## config.mk

```make
export PLATFORM = sky130hd
export DESIGN_NAME = wdog_bark_bite
export DESIGN_NICKNAME = d
export VERILOG_FILES = /design/src/rtl/wdog_pkg.sv /design/src/rtl/wdog_regs.sv /design/src/rtl/wdog_fsm.sv /design/src/rtl/wdog_bark_bite.sv
export SDC_FILE = /design/constraint.sdc
export NUM_CORES = 1
export LEC_CHECK = 0
export BUFFER_PORTS_ARGS = -buffer_cell sky130_fd_sc_hd__buf_2
export CAP_MARGIN = 15
export CORE_UTILIZATION = 56
export DETAILED_ROUTE_END_ITERATION = 10
export GPL_TIMING_DRIVEN = 1
export PLACE_DENSITY = 0.86
export SYNTH_ARGS = -nofsm -noshare
export SYNTH_HDL_FRONTEND = slang
export SYNTH_SLANG_ARGS = --single-unit
```

## constraint.sdc

```tcl
create_clock -name clk -period 3.05 [get_ports clk]
set_input_delay 0.4575 -clock clk [delete_from_list [all_inputs] [get_ports clk]]
set_output_delay 0.4575 -clock clk [all_outputs]
set_load 0.1 [all_outputs]
```

## src/rtl/wdog_pkg.sv

```systemverilog
package wdog_pkg;
    typedef enum logic [1:0] {
        WD_OFF    = 2'd0,
        WD_STAGE1 = 2'd1,
        WD_STAGE2 = 2'd2,
        WD_SPENT  = 2'd3
    } wd_state_e;

    localparam logic [7:0] A_STATUS = 8'h10;
    localparam logic [7:0] A_TMR1   = 8'h54;
    localparam logic [7:0] A_TMR2   = 8'h55;
    localparam logic [7:0] A_KIND   = 8'h56;
    localparam logic [7:0] A_ARM    = 8'h57;
    localparam logic [7:0] A_PET    = 8'h58;
    localparam int         BARK_BIT = 6;
    localparam int         ARM_BIT  = 7;
endpackage

```

## src/rtl/wdog_regs.sv

```systemverilog
module wdog_regs
    import wdog_pkg::*;
#(
    parameter int TW       = 7,
    parameter int KW       = 3,
    parameter int DEF_S1   = 32,
    parameter int DEF_S2   = 0,
    parameter int DEF_KIND = 7
) (
    input  logic          clk,
    input  logic          rst_n,
    input  logic [7:0]    addr,
    input  logic [7:0]    wdata,
    input  logic          we,
    input  logic          bark,
    output logic [TW-1:0] s1_val,
    output logic [TW-1:0] s2_val,
    output logic [KW-1:0] kind_val,
    output logic          armed,
    output logic          arm_cmd,
    output logic          disarm_cmd,
    output logic          pet_cmd,
    output logic [7:0]    rdata
);
    logic wr_arm;

    assign wr_arm     = we && (addr == A_ARM);
    assign arm_cmd    = wr_arm && wdata[ARM_BIT] && !armed;
    assign disarm_cmd = wr_arm && !wdata[ARM_BIT];
    assign pet_cmd    = we && (addr == A_PET) && wdata[0] && armed;

    always_ff @(posedge clk or negedge rst_n) begin
        if (!rst_n) begin
            s1_val   <= TW'(DEF_S1);
            s2_val   <= TW'(DEF_S2);
            kind_val <= KW'(DEF_KIND);
            armed    <= 1'b0;
        end else if (we) begin
            unique case (addr)
                A_TMR1:  s1_val   <= wdata[TW-1:0];
                A_TMR2:  s2_val   <= wdata[TW-1:0];
                A_KIND:  kind_val <= wdata[KW-1:0];
                A_ARM:   armed    <= wdata[ARM_BIT];
                default: ;
            endcase
        end
    end

    always_comb begin
        rdata = 8'h00;
        unique case (addr)
            A_STATUS: rdata[BARK_BIT] = bark;
            A_TMR1:   rdata = 8'(s1_val);
            A_TMR2:   rdata = 8'(s2_val);
            A_KIND:   rdata = 8'(kind_val);
            A_ARM:    rdata[ARM_BIT] = armed;
            default:  rdata = 8'h00;
        endcase
    end

    // a service write while disarmed must leave the block disarmed
    p_pet_needs_arm_r7: assert property (@(posedge clk) disable iff (!rst_n)
        (we && addr == A_PET && !armed && !(wr_arm)) |=> !armed);
endmodule

```

## src/rtl/wdog_fsm.sv

```systemverilog
module wdog_fsm
    import wdog_pkg::*;
#(
    parameter int TW = 7,
    parameter int KW = 3
) (
    input  logic          clk,
    input  logic          rst_n,
    input  logic          tick,
    input  logic          arm_cmd,
    input  logic          disarm_cmd,
    input  logic          pet_cmd,
    input  logic [TW-1:0] s1_val,
    input  logic [TW-1:0] s2_val,
    input  logic [KW-1:0] kind_val,
    output logic          bark,
    output logic          rst_req,
    output logic [KW-1:0] rst_kind
);
    localparam logic [TW-1:0] ONE = TW'(1);

    wd_state_e     state_q, state_d;
    logic [TW-1:0] cnt_q, cnt_d;
    logic [TW-1:0] s2cap_q, s2cap_d;
    logic          bite_d;

    always_comb begin
        state_d = state_q;
        cnt_d   = cnt_q;
        s2cap_d = s2cap_q;
        bite_d  = 1'b0;
        if (disarm_cmd) begin
            state_d = WD_OFF;
            cnt_d   = s1_val;
        end else if (arm_cmd || pet_cmd) begin
            state_d = WD_STAGE1;
            cnt_d   = s1_val;
            s2cap_d = s2_val;
        end else begin
            unique case (state_q)
                WD_OFF:    cnt_d = s1_val;
                WD_STAGE1: if (tick) begin
                    if (cnt_q <= ONE) begin
                        state_d = WD_STAGE2;
                        cnt_d   = s2cap_q;
                    end else begin
                        cnt_d = cnt_q - ONE;
                    end
                end
                WD_STAGE2: if (tick) begin
                    if (cnt_q <= ONE) begin
                        state_d = WD_SPENT;
                        bite_d  = 1'b1;
                    end else begin
                        cnt_d = cnt_q - ONE;
                    end
                end
                WD_SPENT:  ;
                default:   state_d = WD_OFF;
            endcase
        end
    end

    always_ff @(posedge clk or negedge rst_n) begin
        if (!rst_n) begin
            state_q <= WD_OFF;
            cnt_q   <= '0;
            s2cap_q <= '0;
        end else begin
            state_q <= state_d;
            cnt_q   <= cnt_d;
            s2cap_q <= s2cap_d;
        end
    end

    always_ff @(posedge clk or negedge rst_n) begin
        if (!rst_n) begin
            rst_req  <= 1'b0;
            rst_kind <= '0;
        end else begin
            rst_req  <= bite_d;
            rst_kind <= bite_d ? kind_val : '0;
        end
    end

    assign bark = (state_q == WD_STAGE2) || (state_q == WD_SPENT);

    // the reset request never lasts more than one cycle
    p_req_pulse_r5: assert property (@(posedge clk) disable iff (!rst_n)
        rst_req |=> !rst_req);
    // a bite only happens from the barked condition
    p_req_barked_r5: assert property (@(posedge clk) disable iff (!rst_n)
        rst_req |-> bark);
    // the bark only begins on a seconds strobe
    p_bark_on_tick_r3: assert property (@(posedge clk) disable iff (!rst_n)
        $rose(bark) |-> $past(tick));
    // disarming drops the bark
    p_disarm_clears_r8: assert property (@(posedge clk) disable iff (!rst_n)
        disarm_cmd |=> !bark);
    // servicing drops the bark
    p_pet_clears_r7: assert property (@(posedge clk) disable iff (!rst_n)
        (pet_cmd && !disarm_cmd) |=> !bark);
    // a running count holds when no strobe arrives
    p_hold_no_tick_r10: assert property (@(posedge clk) disable iff (!rst_n)
        ((state_q == WD_STAGE1 || state_q == WD_STAGE2) && !tick
         && !arm_cmd && !pet_cmd && !disarm_cmd) |=> $stable(cnt_q));
    // once spent, no further request without a restart
    p_spent_quiet_r6: assert property (@(posedge clk) disable iff (!rst_n)
        (state_q == WD_SPENT && !arm_cmd && !pet_cmd) |=> !rst_req);
endmodule

```

## src/rtl/wdog_bark_bite.sv

```systemverilog
module wdog_bark_bite
    import wdog_pkg::*;
#(
    parameter int TW       = 7,
    parameter int KW       = 3,
    parameter int DEF_S1   = 32,
    parameter int DEF_S2   = 0,
    parameter int DEF_KIND = 7
) (
    input  logic          clk,
    input  logic          rst_n,
    input  logic          sec_tick,
    input  logic [7:0]    reg_addr,
    input  logic [7:0]    reg_wdata,
    input  logic          reg_we,
    output logic [7:0]    reg_rdata,
    output logic          bark_irq,
    output logic          rst_req,
    output logic [KW-1:0] rst_kind
);
    logic [TW-1:0] s1_val, s2_val;
    logic [KW-1:0] kind_val;
    logic          armed, arm_cmd, disarm_cmd, pet_cmd, bark;

    wdog_regs #(
        .TW(TW), .KW(KW), .DEF_S1(DEF_S1), .DEF_S2(DEF_S2), .DEF_KIND(DEF_KIND)
    ) u_regs (
        .clk(clk), .rst_n(rst_n), .addr(reg_addr), .wdata(reg_wdata), .we(reg_we),
        .bark(bark), .s1_val(s1_val), .s2_val(s2_val), .kind_val(kind_val),
        .armed(armed), .arm_cmd(arm_cmd), .disarm_cmd(disarm_cmd),
        .pet_cmd(pet_cmd), .rdata(reg_rdata)
    );

    wdog_fsm #(.TW(TW), .KW(KW)) u_fsm (
        .clk(clk), .rst_n(rst_n), .tick(sec_tick), .arm_cmd(arm_cmd),
        .disarm_cmd(disarm_cmd), .pet_cmd(pet_cmd), .s1_val(s1_val),
        .s2_val(s2_val), .kind_val(kind_val), .bark(bark),
        .rst_req(rst_req), .rst_kind(rst_kind)
    );

    assign bark_irq = bark;

    // a barked block is always armed (disarm clears it in the same edge)
    p_bark_armed_r4: assert property (@(posedge clk) disable iff (!rst_n)
        bark |-> armed);
endmodule

```

==> flow_metrics.tcl <==
set metrics [dict create \
    cts_setup_buffers 0 \
    finalCriticalPeriod_ns 2.78 \
    stdcell_area_um2 2520 \
    fillers 312 \
    drc_errors 0 \
    cts.sinks 38 \
    critical_path.top_delay_family "simple AND/OR/NAND/NOR gates" \
    die-area_um2 4130 \
    initial_core_util_pct 58.9 \
    syn_area_um2 2170 \
    cp-end-kind "output port" \
    cts_resized 0 \
    clk_pin_slew_ns 0.07 \
    syn_inst 202 \
    synth_area_leader_cell "dfrtp_1" \
    ys_ff_latch 38 \
    maxSlewViolCount 0 \
    max_stage_delay_ns 0.49 \
    path_class "input pin to output port" \
    wl_per_cell_um 16.4 \
    ys_seq_area_share_pct 44.0 \
    hold_path.class "input pin to asynchronous set/reset pin" \
    tns_ns 0 \
    drt_iter0_drc 106 \
    worstPathMaxFanout 7 \
    portBuffers 32 \
    cp_num_buf_inv 2 \
    leakagePower_uw 0.00120 \
    cap_violations 0 \
    cts_buffers 5 \
    drive_gt1_share_pct 34.7 \
    cts_buffer_depth 2 \
    syn_to_final_growth_pct 16.1 \
    setup_viol_count_final 0 \
    worstPathArrival_ns 2.33 \
    ant_nets 0 \
    required_ns 2.59 \
    placed_area_um2 2430 \
    fin_crit_sh_pct 91.3 \
    grt_max_degree 39 \
    start_kind "input pin" \
    fin_cells 284 \
    synth_common_cells "34 x dfrtp_1, 26 x mux2_2, 13 x nor2_1" \
    path_cells "buf_2 -> or3b_1 -> or3_1 -> nand2b_1 -> nor2_1 -> buf_12" \
    num_io_pins 33 \
    netlist.area_leader.share_pct 39.2 \
    synth_fp_nets 228 \
    synth.most_common_cell "dfrtp_1" \
    diodes 0 \
    p_per_area_nw_per_um2 583 \
    antenna_found_initial 0 \
    grt_remaining_overflow 0 \
    grt_pass1_wl_mm 8.01 \
    dp_hpwl_mm 3.44 \
    ir_worst_vdd_uv 494 \
    insertion_delay_ns 0.30 \
    max_freq_mhz 359 \
    yosysUniqueCellTypes 48 \
    clockRootBuffer "clkbuf_8" \
    vias 1698 \
    status "complete, no violations" \
    skew_ns 0.00786 \
    die_x_um 64.3 \
    place_inst 276 \
    die_y_um 64.3 \
    vias_per_cell 5.98 \
    synth.avg_cell_area_um2 10.7 \
    hold_viol 0 \
    async_reset_ff_share_pct 100 \
    htree_levels 2 \
    firstDrtPassIters 4 \
    rows 22 \
    first_global_vias 1677 \
    core_area_um2 3690 \
    gp_congestion 0.863 \
    cp_slowest_cell "or3_1" \
    slew-limit-headroom_pct 45.9 \
    ys_top_cells_by_area "dfrtp_1 39%, mux2_2 13%, dfstp_2 4.8%, ha_1 3.5%, mux2i_1 3.2%" \
    grt_util_all_layers_pct 25.8 \
    holdBufCountCts 0 \
    synth_edf_count 0 \
    fin_nets 261 \
    rsz0062_at_grt "no" \
    cts_tree "yes" \
    routed_wl_mm 4.66 \
    synth_warnings 0 \
    worst_pin_slew_ns 0.811 \
    ys.flop_type "dfrtp_1" \
]
[through the flow]
stage / total power [uW] / util [%] / worst slack [ns] / hold WS, ns
finish: 1470 / 68.4 / 0.267 / 0.254
global route: 1560 / 68.4 / 0.123 / 0.318
CTS: 1470 / 68.4 / 0.262 / 0.273
detailed placement: 1120 / 65.9 / 0.264 / 0.487
global placement: 1090 / 65.9 / 0.297 / 0.481
floorplan: 1020 / - / -0.402 / 0.162
[where the power goes]
group,internal (uW),leakage (uW),switching (uW)
clock,184,0.0000455,172
sequential,569,0.000486,85.9
combinational,209,0.000670,250
[area by class of cell]
class                   count  area (um2)  share of cell area (%)
flip-flops and latches     38         956                    37.9
multi-input cells         148        1150                    45.6
inverters                   8        30.0                    1.19
clock buffers               8        90.1                    3.57
repair buffers             34         235                    9.33
well taps                  48        60.1                    2.38
[worst reg2reg max path: stages, from the launching register on]
cell and delay (ns):
dfrtp_1 0.46, or4_4 0.60, or3_1 0.38, a21o_1 0.23
a2111oi_0 0.40, nor3_1 0.10
[layer usage]
metal | track usage [%] | routed length [um]
met5 | 0 | 0
met4 | 11.9 | 84
met3 | 5.36 | 175
met2 | 41.4 | 2360
met1 | 33.1 | 2030
[kinds of logic after synthesis]
| kind of cell | Yosys count | share of synthesized area (%) |
|---|---|---|
| fa+ha+maj | 6 | 3.46 |
| buf+inv | 16 | 3.57 |
| simple gates | 68 | 18.3 |
| mux | 33 | 16.7 |
| compound gates | 37 | 12.3 |
| flops | 38 | 44.0 |
| xor+xnor | 4 | 1.61 |
[sequential cells by signal, summed over array words and instances, names as in the netlist]
signal / count
u_fsm.cnt_q: 7
u_fsm.rst_req: 1
u_fsm.rst_kind: 3
u_fsm.state_q: 2
u_regs.armed: 1
u_regs.kind_val: 3
u_regs.s1_val: 7
u_regs.s2_val: 7
u_fsm.s2cap_q: 7
[cell usage in the layout (no fill, tap or decap), types with 2 or more instances in the layout]
master / instances
inv_1: 8
and2_1: 3
a21o_1: 2
or2_2: 2
a21oi_1: 12
clkbuf_1: 2
and3_1: 5
a211oi_1: 3
nand2b_1: 2
a32o_1: 2
a2bb2oi_1: 2
buf_4: 2
nor2_1: 13
buf_12: 4
nor4_1: 3
dfrtp_1: 34
clkbuf_8: 6
nand2_1: 7
mux2i_1: 7
mux2_2: 26
buf_2: 28
or3_1: 3
xor2_1: 4
o21ai_0: 4
ha_1: 6
nor3_1: 11
nor2_4: 2
dfstp_2: 4
a2111oi_0: 2
o32ai_1: 2
nand3_1: 5
[final timing paths]
| path | startpoint | to | slack [ns] | depth (start not counted) |
|---|---|---|---|---|
| min in group clk | reg_wdata[4] | u_regs.s2_val[4] | 0.41 | 2 |
| hold reg to reg | u_fsm.s2cap_q[0] | u_fsm.s2cap_q[0] | 0.50 | 1 |
| setup reg to reg | u_fsm.cnt_q[2] | u_fsm.cnt_q[0] | 0.75 | 5 |
| setup / recovery | reg_addr[5] | reg_rdata[5] | 0.27 | 6 |
| max in group asynchronous | rst_n | u_regs.s1_val[2] | 2.29 | 1 |
| hold / removal | rst_n | u_fsm.s2cap_q[3] | 0.25 | 1 |
No activity file was read; power rests on OpenSTA's default activity.
